`config.mk`:
```
export PLATFORM = sky130hd
export DESIGN_NAME = can_fault_conf
export DESIGN_NICKNAME = d
export VERILOG_FILES = /design/src/rtl/can_fc_pkg.sv /design/src/rtl/can_fc_rst_sync.sv /design/src/rtl/can_fc_errcnt.sv /design/src/rtl/can_fc_confine.sv /design/src/rtl/can_fc_drvgate.sv /design/src/rtl/can_fault_conf.sv
export SDC_FILE = /design/constraint.sdc
export NUM_CORES = 1
export LEC_CHECK = 0
export CAP_MARGIN = 25
export CORE_MARGIN = 10
export CORE_UTILIZATION = 47
export DETAILED_ROUTE_END_ITERATION = 12
export PLACE_DENSITY = 0.86
export SLEW_MARGIN = 20
export SYNTH_ARGS = -nofsm -noshare
export SYNTH_HDL_FRONTEND = slang
export SYNTH_SLANG_ARGS = --single-unit
```
`constraint.sdc`:
```
create_clock -name clk -period 1.3 [get_ports clk]
set_input_delay 0.26 -clock clk [delete_from_list [all_inputs] [get_ports clk]]
set_output_delay 0.26 -clock clk [all_outputs]
set_load 0.03 [all_outputs]
```
`src/rtl/can_fc_pkg.sv`:
```
package can_fc_pkg;
  typedef enum logic [1:0] {
    FC_ACTIVE  = 2'b00,
    FC_PASSIVE = 2'b01,
    FC_BUSOFF  = 2'b10
  } fc_state_e;

  // drive channel indices inside the gate vector
  localparam int unsigned DRV_ACK    = 0;
  localparam int unsigned DRV_ERRFRM = 1;
  localparam int unsigned DRV_DATA   = 2;
  localparam int unsigned NUM_DRV    = 3;
endpackage

```
`src/rtl/can_fc_rst_sync.sv`:
```
module can_fc_rst_sync #(
  parameter int unsigned STAGES = 2
) (
  input  logic clk,
  input  logic rst_n,
  output logic rst_sync_n
);
  logic [STAGES-1:0] sync_q;

  always_ff @(posedge clk or negedge rst_n) begin
    if (!rst_n) begin
      sync_q <= '0;
    end else begin
      sync_q <= {sync_q[STAGES-2:0], 1'b1};
    end
  end

  assign rst_sync_n = sync_q[STAGES-1];
endmodule

```
`src/rtl/can_fc_errcnt.sv`:
```
module can_fc_errcnt #(
  parameter int unsigned W   = 9,
  parameter int unsigned INC = 8
) (
  input  logic         clk,
  input  logic         rst_n,
  input  logic         clr_i,
  input  logic         hold_i,
  input  logic         err_i,
  input  logic         ok_i,
  output logic [W-1:0] cnt_o,
  output logic [W-1:0] cnt_nxt_o
);
  localparam logic [W:0]   INC_V = (W+1)'(INC);
  localparam logic [W:0]   MAX_V = {1'b0, {W{1'b1}}};

  logic [W-1:0] cnt_q;
  logic [W-1:0] cnt_nxt;
  logic [W:0]   sum;
  logic         cnt_en;

  assign sum    = {1'b0, cnt_q} + INC_V;
  assign cnt_en = clr_i | (~hold_i & (err_i | ok_i));

  // next-value logic: clear > hold > error > success
  always_comb begin
    cnt_nxt = cnt_q;
    if (clr_i) begin
      cnt_nxt = '0;
    end else if (!hold_i) begin
      if (err_i) begin
        cnt_nxt = (sum > MAX_V) ? MAX_V[W-1:0] : sum[W-1:0];
      end else if (ok_i && (cnt_q != '0)) begin
        cnt_nxt = cnt_q - 1'b1;
      end
    end
  end

  always_ff @(posedge clk or negedge rst_n) begin
    if (!rst_n) begin
      cnt_q <= '0;
    end else if (cnt_en) begin
      cnt_q <= cnt_nxt;
    end
  end

  assign cnt_o     = cnt_q;
  assign cnt_nxt_o = cnt_nxt;
endmodule

```
`src/rtl/can_fc_confine.sv`:
```
module can_fc_confine
  import can_fc_pkg::*;
#(
  parameter int unsigned W           = 9,
  parameter int unsigned PASSIVE_LIM = 128,
  parameter int unsigned BUSOFF_LIM  = 255
) (
  input  logic         clk,
  input  logic         rst_n,
  input  logic [W-1:0] tec_nxt_i,
  input  logic [W-1:0] rec_nxt_i,
  input  logic         recover_i,
  output logic         bus_off_o,
  output logic         recover_hit_o,
  output fc_state_e    state_o
);
  localparam logic [W-1:0] PASS_L = W'(PASSIVE_LIM);
  localparam logic [W-1:0] BOFF_L = W'(BUSOFF_LIM);

  logic      bus_off_q;
  logic      bus_off_nxt;
  fc_state_e state_q;
  fc_state_e state_nxt;

  assign recover_hit_o = bus_off_q & recover_i;

  always_comb begin
    if (bus_off_q) begin
      bus_off_nxt = ~recover_i;
    end else begin
      bus_off_nxt = (tec_nxt_i > BOFF_L);
    end
  end

  always_comb begin
    if (bus_off_nxt) begin
      state_nxt = FC_BUSOFF;
    end else if ((tec_nxt_i >= PASS_L) || (rec_nxt_i >= PASS_L)) begin
      state_nxt = FC_PASSIVE;
    end else begin
      state_nxt = FC_ACTIVE;
    end
  end

  always_ff @(posedge clk or negedge rst_n) begin
    if (!rst_n) begin
      bus_off_q <= 1'b0;
      state_q   <= FC_ACTIVE;
    end else begin
      bus_off_q <= bus_off_nxt;
      state_q   <= state_nxt;
    end
  end

  assign bus_off_o = bus_off_q;
  assign state_o   = state_q;
endmodule

```
`src/rtl/can_fc_drvgate.sv`:
```
module can_fc_drvgate #(
  parameter int unsigned N = 3
) (
  input  logic [N-1:0] req_i,
  input  logic         listen_i,
  input  logic         bus_off_i,
  output logic [N-1:0] drv_o
);
  logic allow;
  assign allow = ~listen_i & ~bus_off_i;

  for (genvar g = 0; g < N; g++) begin : g_chan
    assign drv_o[g] = req_i[g] & allow;
  end
endmodule

```
`src/rtl/can_fault_conf.sv`:
```
module can_fault_conf
  import can_fc_pkg::*;
#(
  parameter int unsigned CNT_W       = 9,
  parameter int unsigned TX_ERR_INC  = 8,
  parameter int unsigned RX_ERR_INC  = 1,
  parameter int unsigned PASSIVE_LIM = 128,
  parameter int unsigned BUSOFF_LIM  = 255
) (
  input  logic             clk,
  input  logic             rst_n,
  input  logic             tx_err_i,
  input  logic             rx_err_i,
  input  logic             tx_ok_i,
  input  logic             rx_ok_i,
  input  logic             force_recover_i,
  input  logic             listen_only_i,
  input  logic             tx_req_i,
  input  logic             err_frame_req_i,
  input  logic             ack_req_i,
  output logic [1:0]       state_o,
  output logic [CNT_W-1:0] tec_o,
  output logic [CNT_W-1:0] rec_o,
  output logic             bus_off_o,
  output logic             tx_drive_o,
  output logic             err_frame_drive_o,
  output logic             ack_drive_o
);
  logic               rst_i_n;
  logic [CNT_W-1:0]   tec_nxt;
  logic [CNT_W-1:0]   rec_nxt;
  logic               bus_off;
  logic               recover_hit;
  fc_state_e          state;
  logic [NUM_DRV-1:0] req_vec;
  logic [NUM_DRV-1:0] drv_vec;

  can_fc_rst_sync #(.STAGES(2)) u_rst (
    .clk        (clk),
    .rst_n      (rst_n),
    .rst_sync_n (rst_i_n)
  );

  can_fc_errcnt #(.W(CNT_W), .INC(TX_ERR_INC)) u_tec (
    .clk       (clk),
    .rst_n     (rst_i_n),
    .clr_i     (recover_hit),
    .hold_i    (bus_off),
    .err_i     (tx_err_i),
    .ok_i      (tx_ok_i),
    .cnt_o     (tec_o),
    .cnt_nxt_o (tec_nxt)
  );

  can_fc_errcnt #(.W(CNT_W), .INC(RX_ERR_INC)) u_rec (
    .clk       (clk),
    .rst_n     (rst_i_n),
    .clr_i     (recover_hit),
    .hold_i    (bus_off),
    .err_i     (rx_err_i),
    .ok_i      (rx_ok_i),
    .cnt_o     (rec_o),
    .cnt_nxt_o (rec_nxt)
  );

  can_fc_confine #(
    .W           (CNT_W),
    .PASSIVE_LIM (PASSIVE_LIM),
    .BUSOFF_LIM  (BUSOFF_LIM)
  ) u_conf (
    .clk           (clk),
    .rst_n         (rst_i_n),
    .tec_nxt_i     (tec_nxt),
    .rec_nxt_i     (rec_nxt),
    .recover_i     (force_recover_i),
    .bus_off_o     (bus_off),
    .recover_hit_o (recover_hit),
    .state_o       (state)
  );

  always_comb begin
    req_vec             = '0;
    req_vec[DRV_DATA]   = tx_req_i;
    req_vec[DRV_ERRFRM] = err_frame_req_i;
    req_vec[DRV_ACK]    = ack_req_i;
  end

  can_fc_drvgate #(.N(NUM_DRV)) u_gate (
    .req_i     (req_vec),
    .listen_i  (listen_only_i),
    .bus_off_i (bus_off),
    .drv_o     (drv_vec)
  );

  assign state_o           = state;
  assign bus_off_o         = bus_off;
  assign tx_drive_o        = drv_vec[DRV_DATA];
  assign err_frame_drive_o = drv_vec[DRV_ERRFRM];
  assign ack_drive_o       = drv_vec[DRV_ACK];
endmodule

```
Word level (Yosys, flattened, before mapping)
Cells that the tools add are included.
- output and inout port bits: 24
- bits in registers: 23
- logic and storage cells: 46
- input port bits: 11
- bitwise operators: 14
- muxes and demuxes: 13
- reductions and logical operators: 5
- magnitude comparators: 5
- add/subtract/negate cells: 4
- operators by type and width (kind ; number):
    9-bit 2-to-1 mux ; 10
    10-bit by 9-bit greater-than comparator with 1-bit output, second input constant ; 2
    9-bit by 8-bit greater-or-equal comparator with 1-bit output, second input constant ; 2
    9-bit nonzero test ; 2
    9-bit by 1-bit subtractor with 9-bit output, second input constant ; 2
    9-bit by 1-bit adder with 10-bit output, second input constant ; 1
    9-bit by 4-bit adder with 10-bit output, second input constant ; 1
    9-bit by 8-bit greater-than comparator with 1-bit output, second input constant ; 1
    1-bit bitwise AND ; 7
    1-bit OR ; 4
    1-bit NOT ; 3
    1-bit logical AND ; 2
    1-bit 2-to-1 mux ; 2
    2-bit 2-to-1 mux ; 1
    1-bit logical OR ; 1

Longest topological paths before layout
Gate-level depths: netlist (run 1).
- word-level depth: 10
- mapped depth: 7
- depth with buffers taken out: 7

Cells and area by module
A second synthesis (run 1) with hierarchy kept.
- cells, all modules: 225
- area total of the unflattened synthesis: 1975.6 µm²
- modules (own cells, without submodules) (module ; seq. area each (µm²) ; area each (µm²) ; instances ; cells an instance):
    can_fc_errcnt (u_rec) ; 225.2 ; 1002.2 ; 1 ; 121
    can_fc_errcnt (u_tec) ; 225.2 ; 810.8 ; 1 ; 90
    can_fc_confine ; 50.0 ; 86.3 ; 1 ; 8
    can_fc_rst_sync ; 50.0 ; 53.8 ; 1 ; 3
    can_fc_drvgate ; 0.0 ; 22.5 ; 1 ; 3

Worst setup path after synthesis (run 1)
Ideal clock, no wire load.
- path kind: reg-to-reg
- from: register u_rec.cnt_q[0], in the netlist u_rec.cnt_o[0]
- to: register u_rec.cnt_q[5], in the netlist u_rec.cnt_o[5]
- cell stages (with the launch flop): 8
- data arrival time: 1.850 ns
- clock period less this slack: 1.971 ns
- library setup time: 0.121 ns
- required time: 1.179 ns
- buffers on the path: 0
- setup slack: -0.671 ns
- path through: dfrtp_1 -> inv_1 -> ha_1 -> nor4b_2 -> a21boi_0 -> nand3_1 -> a21o_1 -> a22o_1
- cells in the longest elaborated chain, start to end: 6
- elaborated cells on any way between the ends: 10
- those cells by class: add/sub: 2; order compare: 1; mux: 5; reduce/logical: 2
- RTL lines (element ; RTL line ; text):
    from (decl) ; can_fc_errcnt.sv:17 ; logic [W-1:0] cnt_q;
    from (signal assigned) ; can_fc_errcnt.sv:43 ; cnt_q <= cnt_nxt;
    9-bit by 1-bit adder with 10-bit output or 9-bit nonzero test (tied branches) ; can_fc_errcnt.sv:22, can_fc_errcnt.sv:33 ;
    10-bit by 9-bit greater-than comparator with 1-bit output or 1-bit logical AND (tied branches) ; can_fc_errcnt.sv:32, can_fc_errcnt.sv:33 ;
    9-bit 2-to-1 mux, on equally long branches ; can_fc_errcnt.sv:32, can_fc_errcnt.sv:33 ;
    9-bit 2-to-1 mux (*) ; can_fc_errcnt.sv:31 ; if (err_i) begin
    9-bit 2-to-1 mux (*) ; can_fc_errcnt.sv:30 ; end else if (!hold_i) begin
    9-bit 2-to-1 mux (*) ; can_fc_errcnt.sv:28 ; if (clr_i) begin
Every way passes the cells marked *; elsewhere a longest branch is shown, timed or not.
A chain may end at the register's enable or synchronous reset.

Worst setup path in the final report (run 1)
- from: register u_rec.cnt_q[2], in the netlist u_rec.cnt_o[2]
- to: register u_conf.state_q[0], in the netlist u_conf.state_o[0]
- cells in the longest elaborated chain, start to end: 10
- elaborated cells on any way between the ends: 14
- those cells by class: add/sub: 2; order compare: 2; mux: 7; reduce/logical: 3
- RTL lines (element ; RTL line ; text):
    9-bit by 1-bit adder with 10-bit output or 9-bit nonzero test (tied branches) ; can_fc_errcnt.sv:22, can_fc_errcnt.sv:33 ;
    10-bit by 9-bit greater-than comparator with 1-bit output or 1-bit logical AND (tied branches) ; can_fc_errcnt.sv:32, can_fc_errcnt.sv:33 ;
    9-bit 2-to-1 mux, on equally long branches ; can_fc_errcnt.sv:32, can_fc_errcnt.sv:33 ;
    9-bit 2-to-1 mux ; can_fc_errcnt.sv:31 ;
    9-bit 2-to-1 mux (*) ; can_fc_errcnt.sv:30 ;
    9-bit 2-to-1 mux (*) ; can_fc_errcnt.sv:28 ;
    9-bit by 8-bit greater-or-equal comparator with 1-bit output (*) ; can_fc_confine.sv:38 ; end else if ((tec_nxt_i >= PASS_L) || (rec_nxt_i >= PASS_L)) begin
    1-bit logical OR (*) ; can_fc_confine.sv:38 ;
    1-bit 2-to-1 mux (*) ; can_fc_confine.sv:38 ;
    2-bit 2-to-1 mux (*) ; can_fc_confine.sv:36 ; if (bus_off_nxt) begin
    net u_conf.state_nxt[0] ; can_fc_confine.sv:23 ; fc_state_e state_nxt;
    to (signal assigned) ; can_fc_confine.sv:51 ; state_q <= state_nxt;
    to (decl) ; can_fc_confine.sv:22 ; fc_state_e state_q;
Mark *: on every way through the listed nets, which the timed path passes. The rest lies on a longest branch.

==> impl_metrics.tcl, run 1 <==
set metrics [dict create \
    syn-num-nets 223 \
    die_y_um 80.85 \
    htree_levels 1 \
    grt_pass1_wl_um 11910 \
    final.min_clock_period_ns 1.851 \
    wl_met2_um 4502 \
    start_util_pct 47.90 \
    cellLeakagePower_nw 1.430 \
    power_density_mw_per_mm2 2584 \
    dr.pass1.iters 5 \
    drt_iter0_drc 489 \
    skew_ns 0.02269 \
    final_antenna_net_count 0 \
    critPathLaunchType "flop" \
    maxSlewViolCount 0 \
    die_w_um 80.85 \
    async_reset_ff_share_pct 100.0 \
    violations "negative setup slack" \
    grt_setup_unrepaired "true" \
    met3_length_um 1235 \
    critPathRequiredTime_ns 1.47 \
    top_layer "met4" \
    io_pins 35 \
    setup_slack_ns -0.5506 \
    syn_area_mm2 0.001740 \
    fill_cells 105 \
    cts_buffer_depth 2 \
    wl_per_cell_um 26.96 \
    netlist_top_cells_area "dfrtp_1, ha_1, o21ai_0" \
    grt_overflow 0 \
    final_hold_viol_count 0 \
    place_congestion 0.9203 \
    crit_type "reg -> reg" \
    fin_crit_sh_pct 142.4 \
    area_growth_pct 93.75 \
    grt_max_degree 21 \
    antenna_found_initial 0 \
    crit_fanout 5 \
    core_area_mm2 0.003633 \
    die_area_mm2 0.006537 \
    setup_tns_ns -8.543 \
    fin_nets 337 \
    hp-class "in -> async" \
    clkTransAtPathRegs_ns 0.10 \
    setup_viol 30 \
    post-place-cells 333 \
    routed_wl_um 9894 \
    antenna_cells 0 \
    reg2reg_from "u_rec.cnt_o[2]" \
    crit_arrival_ns 2.02 \
    vias_per_cell 7.003 \
    crit_path_end_kind "flop" \
    p_total_w 0.008712 \
    drive_gt1_share_pct 63.95 \
    syn_inst 206 \
    ys_dominant_reg_cell "dfrtp_1" \
    fmax_mhz 540.4 \
    maxCapViolations 0 \
    yosys_warnings 0 \
    cts-root-buf "clkbuf_8" \
    dp_hpwl_um 4536 \
    wl_met1_um 3280 \
    synth_common_cells "dfrtp_1, nand2_1, o21ai_0" \
    synth-edff-count 0 \
    r2r-end "u_conf.state_o[0]" \
    cts_inserted_buffers 3 \
    rows 22 \
    syn_avg_cell_area_um2 8.449 \
    fin_cells 367 \
    drc 0 \
    port_buffers 34 \
    grt_pass1_vias 2310 \
    grt_use_total_pct 22.91 \
    seq_area_frac_synth_pct 31.63 \
    ir_drop_mv 1.980 \
    synth_area_leader_cell "dfrtp_1" \
    place_area_mm2 0.002658 \
    final_cell_area_mm2 0.003372 \
    num_vias 2570 \
    synth_cell_types 58 \
    r2r_slack_ns -0.55 \
    status "finished, violations left" \
    synth_seq_cells 22 \
    clkSinkCount 22 \
    yosysMostFrequentCell "dfrtp_1" \
    clock_latency_ns 0.28 \
    fin_util_pct 92.80 \
    synth_top_area_share_pct 31.63 \
    worstRegToRegCells 5 \
    cts_tree "yes" \
]
## kinds of logic (layout without fill, tap and decap cells)
group                      count (synthesis)  after routing  share of synthesized area, %
and+or+nand+nor                           76             76                         25.16
buffers and inverters                     26            139                         6.614
other                                      1              1                        0.2155
AOI/OAI and AO/OA                         74             74                         31.49
adders and majority gates                  6              6                         4.313
DFF                                       22             22                         31.63
muxes                                      1              1                        0.5751
## placed cells by master, fill, tap and decap left out, drive strengths merged, types with 4 or more instances in the layout
cell / instances
o31ai: 4
a31oi: 10
nor3: 5
nand2: 18
nor2: 14
buf: 112
ha: 6
inv: 12
nand4: 4
o21ai: 17
a21oi: 13
dfrtp: 22
nand3: 11
nor4: 4
clkdlybuf4s50: 10
## per-stage QoR
stage / worst slack, ns / hold WS [ns]
after floorplan: -0.4785 / -0.03559
after global placement: -0.4099 / 0.2107
after detailed placement: -0.4573 / 0.2128
after CTS: -0.3792 / 0.1420
after global routing: -0.5579 / 0.1351
final: -0.5506 / 0.1255
## power breakdown
| group | internal, W | total [W] | leakage, nW | switching, W |
|---|---|---|---|---|
| sequential | 0.000985 | 0.00147 | 0.256 | 0.000486 |
| combinational | 0.00311 | 0.00657 | 1.14 | 0.00346 |
| clock | 0.000412 | 0.000669 | 0.0357 | 0.000257 |
| total | 0.00451 | 0.00871 | 1.43 | 0.00420 |
## flip-flops by register name, summed over array words and instances (netlist names)
signal / flops
u_conf.state_o: 1
u_rst.sync_q: 2
u_rec.cnt_o: 9
u_conf.bus_off_o: 1
u_tec.cnt_o: 9
## layout make-up
class / count / area (um2) / share of cell area, %
multi-input cells: 158 / 1495 / 44.34
repair buffers: 123 / 1130 / 33.51
flip-flops and latches: 22 / 570.5 / 16.92
well taps: 48 / 60.06 / 1.781
inverters: 12 / 45.04 / 1.336
clock buffers: 3 / 41.29 / 1.224
clock inverters: 1 / 30.03 / 0.8905
## layer usage
layer	vias to the layer above	GRT usage (%)
li1	992	-
met1	1209	27.08
met2	269	39.01
met3	100	4.194
met4	0	11.25
met5	-	0
## how the worst max path moves through the flow
stage          slack [ns]  cells after the start                end            from
2_1_floorplan       -0.48                      7     u_tec.cnt_o[8]  u_tec.cnt_o[1]
3_3_place_gp        -0.41                      7     u_tec.cnt_o[6]  u_tec.cnt_o[1]
3_5_place_dp        -0.46                      5  u_conf.state_o[0]         rx_ok_i
4_1_cts             -0.38                      8     u_tec.cnt_o[6]  u_tec.cnt_o[1]
5_1_grt             -0.56                      7     u_tec.cnt_o[3]  u_tec.cnt_o[4]
6_report            -0.55                      5  u_conf.state_o[0]  u_rec.cnt_o[2]
## critical path, cell delays in order, from the launching register on
cell	delay, ns
dfrtp_2	0.50
nand4_4	0.20
nor2_1	0.31
a221o_1	0.27
o221ai_2	0.12
a311oi_2	0.35
## repair_timing
action	CTS	global route
gates resized for setup	37	56
hold buffers	0	0
buffers inserted	10	23
endpoints found under the hold margin	0	0
setup endpoints to repair	28	34
pin swaps	21	29
(Power assumes the default switching activity.)
==> run 2, diff against run 1 <==
--- a/config.mk
+++ b/config.mk
@@ -7,9 +7,10 @@
 export LEC_CHECK = 0
 export CAP_MARGIN = 25
 export CORE_MARGIN = 10
-export CORE_UTILIZATION = 47
+export CORE_UTILIZATION = 35
 export DETAILED_ROUTE_END_ITERATION = 12
-export PLACE_DENSITY = 0.86
+export GPL_ROUTABILITY_DRIVEN = 0
+export PLACE_DENSITY = 0.69
 export SLEW_MARGIN = 20
 export SYNTH_ARGS = -nofsm -noshare
 export SYNTH_HDL_FRONTEND = slang
==> impl_metrics.tcl, run 2 (synthesis gave the netlist of run 1 again) <==
set metrics [dict create \
    hp-class "in -> async" \
    grtUsageMet1_pct 18.52 \
    power_density_mw_per_mm2 2291 \
    crit_fanout 7 \
    cts_tree "yes" \
    area_growth_pct 82.89 \
    dp_hpwl_um 4444 \
    grt_overflow 0 \
    wl_per_cell_um 15.94 \
    grt_max_degree 21 \
    critPathRequiredTime_ns 1.48 \
    grt_use_met2_pct 23.68 \
    cts_buffer_depth 2 \
    final_hold_viol_count 0 \
    final_antenna_net_count 0 \
    num_vias 2049 \
    dp_slack_ns -0.4750 \
    post-place-cells 357 \
    fin_nets 329 \
    start_util_pct 36.37 \
    crit_arrival_ns 1.88 \
    clkTransAtPathRegs_ns 0.08 \
    drive_gt1_share_pct 58.84 \
    fin_cells 378 \
    setup_viol 25 \
    die_area_mm2 0.008193 \
    core_area_mm2 0.004786 \
    fill_cells 367 \
    clkSinkCount 22 \
    dr.pass1.iters 4 \
    hold_buffers 0 \
    grt_pass1_wl_um 10200 \
    cts_inserted_buffers 3 \
    ir_drop_mv 1.307 \
    fin_util_pct 66.51 \
    htree_levels 1 \
    vias_per_cell 5.421 \
    io_pins 35 \
    grt_busiest_layer "met2" \
    maxCapViolations 0 \
    skew_ns 0.003684 \
    place_area_mm2 0.002706 \
    clock_latency_ns 0.26 \
    setup_slack_ns -0.3940 \
    drc 0 \
    cts-root-buf "clkbuf_8" \
    fin_crit_sh_pct 130.3 \
    critPathLaunchType "flop" \
    violations "negative setup slack" \
    routed_wl_um 6027 \
    worstRegToRegCells 8 \
    antenna_found_initial 0 \
    die_w_um 90.52 \
    final_cell_area_mm2 0.003183 \
    grt_pass1_vias 2115 \
    layout_common_cells "buf_4, buf_6, nand2_1, dfrtp_2, nor2_1" \
    grt_use_total_pct 14.45 \
    cellLeakagePower_nw 1.347 \
    maxSlewViolCount 0 \
    crit_path_end_kind "flop" \
    final.min_clock_period_ns 1.694 \
    die_y_um 90.52 \
    port_buffers 34 \
    fmax_mhz 590.3 \
    grt_use_met3_pct 2.244 \
    rows 25 \
    final_common_cell "buf_4" \
    drt_iter0_drc 127 \
    setup_tns_ns -6.367 \
    antenna_cells 0 \
    grt_setup_unrepaired "true" \
    crit_type "reg -> reg" \
    status "finished, violations left" \
]
-- run 2: cell count changes in the layout (fill, tap and decap cells not counted), moves of 2 or more --
cell | previous run | this run
buf_8 | 2 | 0
nand2_4 | 3 | 1
o2111ai_4 | 2 | 0
a21oi_2 | 6 | 2
dfrtp_1 | 6 | 8
a21oi_1 | 6 | 10
buf_4 | 73 | 70
buf_6 | 34 | 32
a31oi_1 | 5 | 7
dfrtp_2 | 16 | 14
o2111ai_2 | 0 | 2
-- run 2: final timing paths --
kind | from | endpoint | slack (ns)
setup / recovery | u_tec.cnt_o[1] | u_tec.cnt_o[6] | -0.39
hold / removal | rst_n | u_rst.sync_q[0] | 0.15
setup reg to reg | u_tec.cnt_o[1] | u_tec.cnt_o[6] | -0.39
hold reg to reg | u_rst.sync_q[1] | u_tec.cnt_o[2] | 0.21
max in group asynchronous | u_rst.sync_q[1] | u_rec.cnt_o[2] | 0.86
min in group clk | u_rst.sync_q[0] | u_rst.sync_q[1] | 0.36
-- run 2: metrics by stage --
step / power (W) / hold slack [ns]
finish: 0.007294 / 0.1532
global placement: 0.005753 / 0.2087
CTS: 0.006922 / 0.1519
detailed placement: 0.005835 / 0.2144
floorplan: 0.004096 / -0.03559
global route: 0.007778 / 0.1487
-- run 2: layout make-up --
class	instances	area (um2)	share of cell area [%]
Multi-Input combinational cell	158	1396	43.87
Timing Repair Buffer	115	1035	32.51
Sequential cell	22	568.0	17.85
Tap cell	67	83.83	2.634
Clock buffer	4	55.05	1.730
Inverter	12	45.04	1.415
-- run 2: power by group --
part           switching (W)  internal, W  total, W  leakage [nW]
Sequential          0.000416     0.000980   0.00140         0.258
Clock               0.000228     0.000270  0.000498        0.0288
Combinational        0.00268      0.00272   0.00540          1.06
Total                0.00332      0.00397   0.00729          1.35
-- run 2: timing repair --
item	4_1_cts	5_1_grt
buffers inserted	13	7
gates resized for setup	41	28
pin swaps	25	14
setup endpoints to repair	34	34
-- run 2: critical path: stages (launching register included) --
cell and delay [ns]:
dfrtp_2 0.42, inv_2 0.08, ha_4 0.13, nor4b_4 0.21
buf_4 0.19, a21boi_4 0.09, and3_4 0.18, a31oi_1 0.12
a2bb2oi_1 0.20
-- run 2: layer usage --
| layer | share of wire (%) | up-vias |
|---|---|---|
| met5 | 0 | - |
| met4 | 2.5 | 0 |
| met3 | 4.0 | 11 |
| met2 | 49 | 53 |
| met1 | 45 | 996 |
| li1 | - | 989 |
==> run 3, diff against run 2 <==
--- a/config.mk
+++ b/config.mk
@@ -11,7 +11,6 @@
 export DETAILED_ROUTE_END_ITERATION = 12
 export GPL_ROUTABILITY_DRIVEN = 0
 export PLACE_DENSITY = 0.69
-export SLEW_MARGIN = 20
 export SYNTH_ARGS = -nofsm -noshare
 export SYNTH_HDL_FRONTEND = slang
 export SYNTH_SLANG_ARGS = --single-unit
==> results of run 3 <==
Final layout, timing and power as in run 2 (identical DEF).
